[src/rtl/fpd_cmsj_pkg.sv]
package fpd_cmsj_pkg;
    localparam int unsigned EXP_W  = 11;
    localparam int unsigned MAN_W  = 52;
    localparam int unsigned FP_W   = 1 + EXP_W + MAN_W;
    localparam int unsigned FLAG_W = 5;
    localparam int unsigned NV_BIT = FLAG_W - 1;

    typedef enum logic [2:0] {
        OP_EQ    = 3'd0,
        OP_LT    = 3'd1,
        OP_LE    = 3'd2,
        OP_MIN   = 3'd3,
        OP_MAX   = 3'd4,
        OP_SGN   = 3'd5,
        OP_SGNN  = 3'd6,
        OP_SGNX  = 3'd7
    } fpd_op_e;

    typedef struct packed {
        logic              done;
        logic [FP_W-1:0]   res;
        logic [FLAG_W-1:0] flags;
    } fpd_out_t;

    typedef struct packed {
        logic                    sign;
        logic [FP_W-2:0]         mag;
        logic                    is_nan;
        logic                    is_snan;
        logic                    is_zero;
    } fpd_cls_t;

    localparam logic [FP_W-1:0] CANON_QNAN = {1'b0, {EXP_W{1'b1}}, 1'b1, {(MAN_W-1){1'b0}}};
endpackage

[src/rtl/fpd_classify.sv]
module fpd_classify
    import fpd_cmsj_pkg::*;
#(
    parameter int unsigned E_W = EXP_W,
    parameter int unsigned M_W = MAN_W
) (
    input  logic [E_W+M_W:0] val_i,
    output fpd_cls_t         cls_o
);
    logic [E_W-1:0] expo;
    logic [M_W-1:0] frac;

    always_comb begin
        expo          = val_i[E_W+M_W-1:M_W];
        frac          = val_i[M_W-1:0];
        cls_o.sign    = val_i[E_W+M_W];
        cls_o.mag     = val_i[E_W+M_W-1:0];
        cls_o.is_nan  = (&expo) && (|frac);
        cls_o.is_snan = (&expo) && (|frac) && !frac[M_W-1];
        cls_o.is_zero = (expo == '0) && (frac == '0);
    end
endmodule

[src/rtl/fpd_order.sv]
module fpd_order
    import fpd_cmsj_pkg::*;
(
    input  fpd_cls_t a_i,
    input  fpd_cls_t b_i,
    output logic     eq_o,
    output logic     lt_o,
    output logic     lt_signed_zero_o
);
    logic mag_lt;
    logic mag_gt;
    logic both_zero;

    always_comb begin
        mag_lt    = a_i.mag < b_i.mag;
        mag_gt    = a_i.mag > b_i.mag;
        both_zero = a_i.is_zero && b_i.is_zero;
        if (a_i.sign != b_i.sign) begin
            lt_signed_zero_o = a_i.sign;
        end else if (a_i.sign) begin
            lt_signed_zero_o = mag_gt;
        end else begin
            lt_signed_zero_o = mag_lt;
        end
        lt_o = lt_signed_zero_o && !both_zero;
        eq_o = both_zero || ((a_i.sign == b_i.sign) && (a_i.mag == b_i.mag));
    end
endmodule

[src/rtl/fpd_sign_inject.sv]
module fpd_sign_inject
    import fpd_cmsj_pkg::*;
#(
    parameter int unsigned W = FP_W
) (
    input  logic [1:0]   mode_i,
    input  logic [W-1:0] a_i,
    input  logic         sign_b_i,
    output logic [W-1:0] res_o
);
    logic new_sign;

    always_comb begin
        unique case (mode_i)
            2'd1:    new_sign = ~sign_b_i;
            2'd2:    new_sign = a_i[W-1] ^ sign_b_i;
            default: new_sign = sign_b_i;
        endcase
        res_o = {new_sign, a_i[W-2:0]};
    end
endmodule

[src/rtl/fpd_cmsj_unit.sv]
module fpd_cmsj_unit
    import fpd_cmsj_pkg::*;
(
    input  logic              clk_i,
    input  logic              rst_ni,
    input  logic              req_valid_i,
    input  logic [2:0]        op_sel_i,
    input  logic [FP_W-1:0]   opnd_a_i,
    input  logic [FP_W-1:0]   opnd_b_i,
    output logic              done_o,
    output logic [FP_W-1:0]   res_o,
    output logic [FLAG_W-1:0] fflags_o
);
    localparam int unsigned N_OPND = 2;

    fpd_cls_t        cls [N_OPND];
    logic [FP_W-1:0] opnd [N_OPND];
    logic            ord_eq;
    logic            ord_lt;
    logic            ord_lt_sz;
    logic [FP_W-1:0] inj_res;
    fpd_out_t        st_d;
    fpd_out_t        st_q;

    assign opnd[0] = opnd_a_i;
    assign opnd[1] = opnd_b_i;

    for (genvar g = 0; g < N_OPND; g++) begin : g_cls
        fpd_classify #(.E_W(EXP_W), .M_W(MAN_W)) i_cls (
            .val_i (opnd[g]),
            .cls_o (cls[g])
        );
    end

    fpd_order i_order (
        .a_i              (cls[0]),
        .b_i              (cls[1]),
        .eq_o             (ord_eq),
        .lt_o             (ord_lt),
        .lt_signed_zero_o (ord_lt_sz)
    );

    fpd_sign_inject #(.W(FP_W)) i_inject (
        .mode_i   (op_sel_i[1:0] - 2'd1),
        .a_i      (opnd_a_i),
        .sign_b_i (cls[1].sign),
        .res_o    (inj_res)
    );

    always_comb begin
        logic    any_nan;
        logic    any_snan;
        logic    nv;
        logic [FP_W-1:0] r;
        fpd_op_e op;

        op       = fpd_op_e'(op_sel_i);
        any_nan  = cls[0].is_nan || cls[1].is_nan;
        any_snan = cls[0].is_snan || cls[1].is_snan;
        nv       = 1'b0;
        r        = '0;

        unique case (op)
            OP_EQ: begin
                r[0] = ord_eq && !any_nan;
                nv   = any_snan;
            end
            OP_LT: begin
                r[0] = ord_lt && !any_nan;
                nv   = any_nan;
            end
            OP_LE: begin
                r[0] = (ord_lt || ord_eq) && !any_nan;
                nv   = any_nan;
            end
            OP_MIN, OP_MAX: begin
                nv = any_snan;
                if (cls[0].is_nan && cls[1].is_nan) begin
                    r = CANON_QNAN;
                end else if (cls[0].is_nan) begin
                    r = opnd_b_i;
                end else if (cls[1].is_nan) begin
                    r = opnd_a_i;
                end else if ((op == OP_MIN) == ord_lt_sz) begin
                    r = opnd_a_i;
                end else begin
                    r = opnd_b_i;
                end
            end
            default: begin
                r = inj_res;
            end
        endcase

        st_d      = st_q;
        st_d.done = req_valid_i;
        if (req_valid_i) begin
            st_d.res   = r;
            st_d.flags = '0;
            st_d.flags[NV_BIT] = nv;
        end
    end

    always_ff @(posedge clk_i) begin
        if (!rst_ni) begin
            st_q <= '0;
        end else begin
            st_q <= st_d;
        end
    end

    assign done_o   = st_q.done;
    assign res_o    = st_q.res;
    assign fflags_o = st_q.flags;
endmodule

[config.mk]
export PLATFORM = sky130hd
export DESIGN_NAME = fpd_cmsj_unit
export DESIGN_NICKNAME = d
export VERILOG_FILES = /design/src/rtl/fpd_cmsj_pkg.sv /design/src/rtl/fpd_classify.sv /design/src/rtl/fpd_order.sv /design/src/rtl/fpd_sign_inject.sv /design/src/rtl/fpd_cmsj_unit.sv
export SDC_FILE = /design/constraint.sdc
export NUM_CORES = 1
export LEC_CHECK = 0
export ABC_AREA = 1
export CAP_MARGIN = 20
export CORE_AREA = 2 2 113 115
export CTS_CLUSTER_DIAMETER = 150
export DETAILED_ROUTE_END_ITERATION = 10
export DIE_AREA = 0 0 115 117
export GPL_ROUTABILITY_DRIVEN = 0
export PLACE_DENSITY = 0.86
export SYNTH_ARGS = -nofsm -noshare
export SYNTH_HDL_FRONTEND = slang
export SYNTH_SLANG_ARGS = --single-unit
[constraint.sdc]
create_clock -name clk_i -period 4 [get_ports clk_i]
set_input_delay 0.6 -clock clk_i [delete_from_list [all_inputs] [get_ports clk_i]]
set_output_delay 0.6 -clock clk_i [all_outputs]
set_load 0.05 [all_outputs]
==> results_dict.tcl, run 1 <==
set metrics [dict create \
    status "complete, no violations" \
    holdCritStartpoint "res_o[0]" \
    worstSetupPathType "in -> reg" \
    syn_avg_cell_area_um2 6.046 \
    cts_tree "yes" \
    die_w_um 115 \
    min_period_ps 3644 \
    fin_area_um2 8373 \
    cts_hold_buf 0 \
    setup_viol 0 \
    vdd_ir_drop_max_mv 0.2272 \
    reg2reg_depth 2 \
    synth_top_area_cell "dfxtp_1" \
    rrSetupSlack_ps 3290 \
    cts-resized-gates 0 \
    r2r-end "res_o[3]" \
    arrival_ps 3830 \
    yosysWarnings 0 \
    hold-path-endpoint "res_o[0]" \
    ys_types 32 \
    multi_input_comb_area_um2 3870 \
    cts_buffer_depth 2 \
    first_pass_iters 5 \
    path_max_fanout 29 \
    syn_inst 999 \
    finalPower_mw 2.532 \
    coreArea_um2 12310 \
    layout_setup_ws_ps 356.1 \
    final_nets 1367 \
    ys_ff_latch 66 \
    cp-start-kind "input pin" \
    drt-total-wl_um 20300 \
    grt_pass1_wl_um 32430 \
    netlist_area_um2 6040 \
    portBuffers 199 \
    power.net_switching_mw 0.9576 \
    io_pins 204 \
    layout-drive-gt1-share 0.04340 \
    drtIter0Drc 770 \
    max_freq_mhz 274.4 \
    slew_headroom 0.4013 \
    start_util 0.4905 \
    num_vias 7376 \
    sw_frac_of_total 0.3782 \
    p_per_area_nw_per_um2 302.4 \
    cts_buffers 9 \
    antenna_left 0 \
    grt_setup_unrepaired "false" \
    dpl_cell_area_um2 8048 \
    p_seq_frac 0.289 \
    netlist_top_cells_area "dfxtp_1 (22%), nand2_1 (18%), ha_1 (13%), inv_1 (9.3%), nand3_1 (7.6%)" \
    maxCapViolCount 0 \
    die_h_um 117 \
    htree_levels 3 \
    power.share.clock 0.327 \
    synth_seq_area_share 0.2188 \
    tns_ps 0 \
    rows 41 \
    end_kind "flip-flop" \
    grt_pass1_vias 6785 \
    timing.clock.skew_ps 0 \
    intPower_mw 1.575 \
    post_cts_buffers 0 \
    root_buffer "clkbuf_16" \
    clk_pin_slew_ps 60 \
    wl_per_cell_um 15.32 \
    worst_pin_slew_ps 898.0 \
    hpwl_um 14840 \
    routed_via_density 5.567 \
    grt_max_degree 97 \
    fillers 1056 \
    seq_area_um2 1321 \
    cp.required_ps 4190 \
    area_growth_pct 38.64 \
    clkSinkCount 66 \
    hold_viol 0 \
    period_share 0.9110 \
    yosys.area.top_type_share 0.2188 \
    timing.rr.start "res_o[3]" \
    grt_antenna_before_repair 0 \
    dieArea_um2 13460 \
    slew_viol_final 0 \
    overflow 0 \
    diodes 0 \
    clkLatencyLatePin_ps 350 \
    hold_depth 2 \
    power.share.combinational 0.384 \
    dp_slack_ps 65.26 \
    p_leak_nw 3.973 \
    track_usage 0.3003 \
    hold_path.class "reg -> reg" \
    drc 0 \
    hold-worst-slack_ps 494.0 \
]
[cell type report]
cell class,count,area share
inverter,161,0.07218
clock buffer,10,0.02854
clock inverter,6,0.007920
tap,150,0.02241
multi-input combinational,723,0.4622
sequential,66,0.1578
timing repair buffer,209,0.2490
[sequential cells by signal, summed over array words and instances (netlist names)]
signal    count
done_o        1
fflags_o      1
res_o        64
[cells in the final DEF (no fill, tap or decap), drive strengths merged]
cell / count
nor4: 27
nor2b: 1
o21ai: 75
nor2: 46
o211ai: 1
conb: 4
ha: 63
dfxtp: 66
a31oi: 50
a21o: 4
buf: 12
nand4: 19
clkinv: 2
clkdlybuf4s50: 197
nand2: 290
xor2: 1
nor3: 8
nand3: 94
a21oi: 38
clkinvlp: 3
nor3b: 1
inv: 161
clkbuf: 10
o22ai: 1
bufinv: 1
[how the worst max path moves through the flow]
stage	cells after the start	end	start	slack, ps
after floorplan	23	res_o[63]	opnd_b_i[14]	1470
after global placement	19	res_o[4]	opnd_b_i[54]	110
after detailed placement	19	res_o[6]	opnd_b_i[54]	70
after CTS	19	res_o[6]	opnd_b_i[54]	400
after global routing	18	res_o[1]	opnd_a_i[54]	160
final	18	res_o[6]	opnd_a_i[54]	360
[cell families after synthesis]
| kind of cell | after synthesis | synth area share |
|---|---|---|
| adder cells (fa/ha/maj) | 63 | 0.1305 |
| AO/OA/AOI/OAI | 169 | 0.1527 |
| buffers and inverters | 213 | 0.1448 |
| other | 1 | 0.0006209 |
| flip-flops | 66 | 0.2188 |
| XOR/XNOR | 1 | 0.001450 |
| AND/OR/NAND/NOR | 486 | 0.3512 |
[critical path: stages]
cell	delay, ps
clkdlybuf4s50_1	540
ha_1	370
nand2_1	80
nor2_2	130
nand4_1	170
nor4_1	350
nand3_1	160
nand2_1	90
nand2_1	70
nand2_1	90
nand2_2	70
nand3_4	150
nand2_4	240
inv_2	120
buf_4	310
nand2_1	100
nand3_1	90
a31oi_1	80
[metrics by stage]
| step | util | instances |
|---|---|---|
| 5_1_grt | 0.6801 | 1325 |
| 3_3_place_gp | 0.6537 | 1308 |
| 2_1_floorplan | - | 1002 |
| 6_report | 0.6801 | 1325 |
| 3_5_place_dp | 0.6537 | 1308 |
| 4_1_cts | 0.6785 | 1324 |
[Yosys cell counts, drive strengths merged]
master / number
nor2b: 1
nand3: 94
ha: 63
nor3b: 1
clkbuf: 29
inv: 161
o21ai: 75
a31oi: 50
dfxtp: 66
nand4: 19
a21oi: 38
nand2: 290
xor2: 1
nor2: 46
conb: 1
a21o: 4
buf: 23
o22ai: 1
o211ai: 1
nor3: 8
nor4: 27
[layer usage]
metal / part of all wire / GRT usage / routed length (um)
met2: 0.46 / 0.4812 / 9316
met5: 0 / 0 / 0
met1: 0.42 / 0.3901 / 8482
met4: 0.038 / 0.1574 / 768
met3: 0.085 / 0.04943 / 1731
[power by group through the flow]
stage / clock (mW) / combinational, mW / sequential, mW
floorplan: 0 / 0.431 / 0.909
global placement: 0 / 0.940 / 0.744
detailed placement: 0 / 0.955 / 0.745
CTS: 0.834 / 0.964 / 0.731
global route: 0.864 / 1.06 / 0.736
finish: 0.829 / 0.972 / 0.731
Note: power is estimated with default switching activity, not from simulation.
==> run 2, diff against run 1 <==
--- a/config.mk
+++ b/config.mk
@@ -7,12 +7,13 @@
 export LEC_CHECK = 0
 export ABC_AREA = 1
 export CAP_MARGIN = 20
-export CORE_AREA = 2 2 113 115
+export CORE_AREA = 10 10 138 140
 export CTS_CLUSTER_DIAMETER = 150
 export DETAILED_ROUTE_END_ITERATION = 10
-export DIE_AREA = 0 0 115 117
+export DIE_AREA = 0 0 148 150
 export GPL_ROUTABILITY_DRIVEN = 0
-export PLACE_DENSITY = 0.86
+export PLACE_DENSITY = 0.81
 export SYNTH_ARGS = -nofsm -noshare
 export SYNTH_HDL_FRONTEND = slang
+export SYNTH_HIERARCHICAL = 1
 export SYNTH_SLANG_ARGS = --single-unit
==> results_dict.tcl, run 2 <==
set metrics [dict create \
    slew_headroom 0.5822 \
    cp_cell_sequence "clkdlybuf4s50_1, inv_1, ha_1, nand2_1, nor2_1, inv_1, nor4_1, nand4_1, nand2_2, nand2_2, nand2_2, inv_1, nand3_1, nand3_2, nand2_2, inv_2, buf_12, nand2_1, nand3_1, a21oi_1, nor2_1" \
    final_common_cell "nand2_1" \
    largest_reg_flops 64 \
    synth.most_common_cell "nand2_1" \
    root_buffer "clkbuf_16" \
    clk_pin_slew_ps 60 \
    ys_types 33 \
    hold_path.class "reg -> reg" \
    rrSetupSlack_ps 3300 \
    overflow 0 \
    clkLatencyLatePin_ps 340 \
    ys_ff_latch 66 \
    num_vias 7670 \
    reg2reg_depth 2 \
    worstSetupPathType "in -> reg" \
    vdd_ir_drop_max_mv 0.2151 \
    seq_area_um2 1321 \
    final_core_util 0.5513 \
    grt_pass1_wl_um 37690 \
    max_freq_mhz 298.3 \
    drt-total-wl_um 23270 \
    netlist_top_cells_area "buf_4 (19%), dfxtp_1 (16%), nand2_1 (15%), ha_1 (11%), inv_1 (11%)" \
    cp.required_ps 4230 \
    timing.rr.start "res_o[47]" \
    worst_pin_slew_ps 626.7 \
    timing.clock.skew_ps 0 \
    drc 0 \
    ys.flop_type "dfxtp_1" \
    cts-resized-gates 0 \
    grt_max_degree 67 \
    fillers 1642 \
    wl_per_cell_um 15.07 \
    critPathMostFrequentCell "nand2_2" \
    crit_path_max_incr_delay_ps 520 \
    cts_buffers 9 \
    antenna_left 0 \
    routed_via_density 4.968 \
    arrival_ps 3580 \
    portBuffers 199 \
    clkSinkCount 66 \
    cts_hold_buf 0 \
    diodes 0 \
    synth_seq_area_share 0.1643 \
    first_pass_iters 5 \
    critPathSlowestCell "clkdlybuf4s50_1" \
    holdCritStartpoint "res_o[0]" \
    p_leak_nw 4.581 \
    io_pins 204 \
    grt_setup_unrepaired "false" \
    end_kind "flip-flop" \
    track_usage 0.2075 \
    grt_pass1_vias 7431 \
    cts_buffer_depth 2 \
    coreArea_um2 16350 \
    status "complete, no violations" \
    drtIter0Drc 431 \
    htree_levels 3 \
    slew_viol_final 0 \
    hold_depth 2 \
    dieArea_um2 22200 \
    synth_top_area_cell "buf_4" \
    cts_tree "yes" \
    area_growth_pct 12.09 \
    p_per_area_nw_per_um2 280.9 \
    hold-path-endpoint "res_o[0]" \
    layout-drive-gt1-share 0.03852 \
    synth_edf_count 0 \
    grt_antenna_before_repair 0 \
    yosysWarnings 6 \
    async_flop_share 0 \
    syn_inst 1337 \
    final_nets 1522 \
    hold_viol 0 \
    synthTopCellsByCount "nand2_1 (321), inv_1 (226), buf_4 (201), nor2_1 (106), o21ai_0 (79)" \
    syn_avg_cell_area_um2 6.014 \
    post_cts_buffers 0 \
    multi_input_comb_area_um2 4124 \
    netlist_area_um2 8040 \
    min_period_ps 3352 \
    tns_ps 0 \
    die_h_um 150 \
    r2r-end "res_o[47]" \
    setup_viol 0 \
    hpwl_um 18480 \
    yosys.area.top_type_share 0.1877 \
    most-common-layout-cells "nand2_1 (321), inv_1 (226), clkdlybuf4s50_1 (197), nor2_1 (106), o21ai_0 (79)" \
    die_w_um 148 \
    path_max_fanout 40 \
    cp-start-kind "input pin" \
    period_share 0.8380 \
    start_util 0.4918 \
    maxCapViolCount 0 \
    rows 47 \
]
==> run 2: cell types whose count changed after synthesis, sizes merged, moves of 6 or more <==
cell,previous run,this run
buf,23,220
inv,161,233
nor4,27,5
nand2,290,327
nor2,46,112
a21oi,38,48
nand3,94,66
ha,63,69
==> run 2: worst max path at each step <==
stage / from / slack, ps / endpoint / cells after the start
floorplan: opnd_a_i[30] / 1320 / res_o[51] / 23
global placement: opnd_b_i[14] / 350 / res_o[60] / 21
detailed placement: opnd_b_i[27] / 350 / res_o[60] / 27
CTS: opnd_b_i[27] / 690 / res_o[60] / 27
global route: opnd_b_i[30] / 380 / res_o[14] / 26
finish: opnd_b_i[14] / 650 / res_o[60] / 21
==> run 2: per-stage QoR <==
stage	worst slack, ps	area [um2]	total power [mW]	cells	hold slack, ps
after detailed placement	345.0	8720	1.800	1527	473.6
after global routing	381.9	9012	2.690	1544	488.6
after floorplan	1319	8051	1.524	1340	680.8
final	648.1	9012	2.532	1544	489.8
after CTS	694.1	8985	2.545	1543	481.8
after global placement	349.9	8720	1.781	1527	460.6
==> run 2: cell type report <==
class / instances / share of cell area
flip-flops and latches: 66 / 0.1466
inverters: 233 / 0.09704
repair buffers: 212 / 0.2388
clock inverters: 3 / 0.001666
clock buffers: 13 / 0.02777
well taps: 220 / 0.03054
multi-input cells: 797 / 0.4576
==> run 2: cells by family (layout without fill, tap and decap cells) <==
| group | after synthesis | in the layout | share of synthesized area |
|---|---|---|---|
| simple gates | 539 | 539 | 0.2768 |
| buf+inv | 477 | 461 | 0.3242 |
| compound gates | 184 | 184 | 0.1257 |
| fa+ha+maj | 69 | 69 | 0.1074 |
| flops | 66 | 66 | 0.1643 |
| other cells | 1 | 4 | 0.0004664 |
| xor+xnor | 1 | 1 | 0.001090 |
==> run 2: report_power, final <==
group | leakage, nW | switching (mW) | internal, mW | total (mW)
clock network | 0.133 | 0.304 | 0.434 | 0.738
logic | 3.90 | 0.656 | 0.403 | 1.06
registers | 0.547 | 0.0249 | 0.710 | 0.735
total | 4.58 | 0.985 | 1.55 | 2.53
==> run 2: layer usage <==
layer / GRT usage / share of wire / up-vias
met3: 0.04559 / 0.076 / 43
li1: - / - / 3945
met4: 0.08028 / 0.028 / 0
met2: 0.3366 / 0.45 / 260
met5: 0 / 0 / -
met1: 0.2625 / 0.44 / 3422
==> run 2: critical path: cells and delay by family <==
kind	cells	cell delay (ps)
buf+inv	6	1000
simple gates	13	1540
fa+ha+maj	1	290
compound gates	1	120
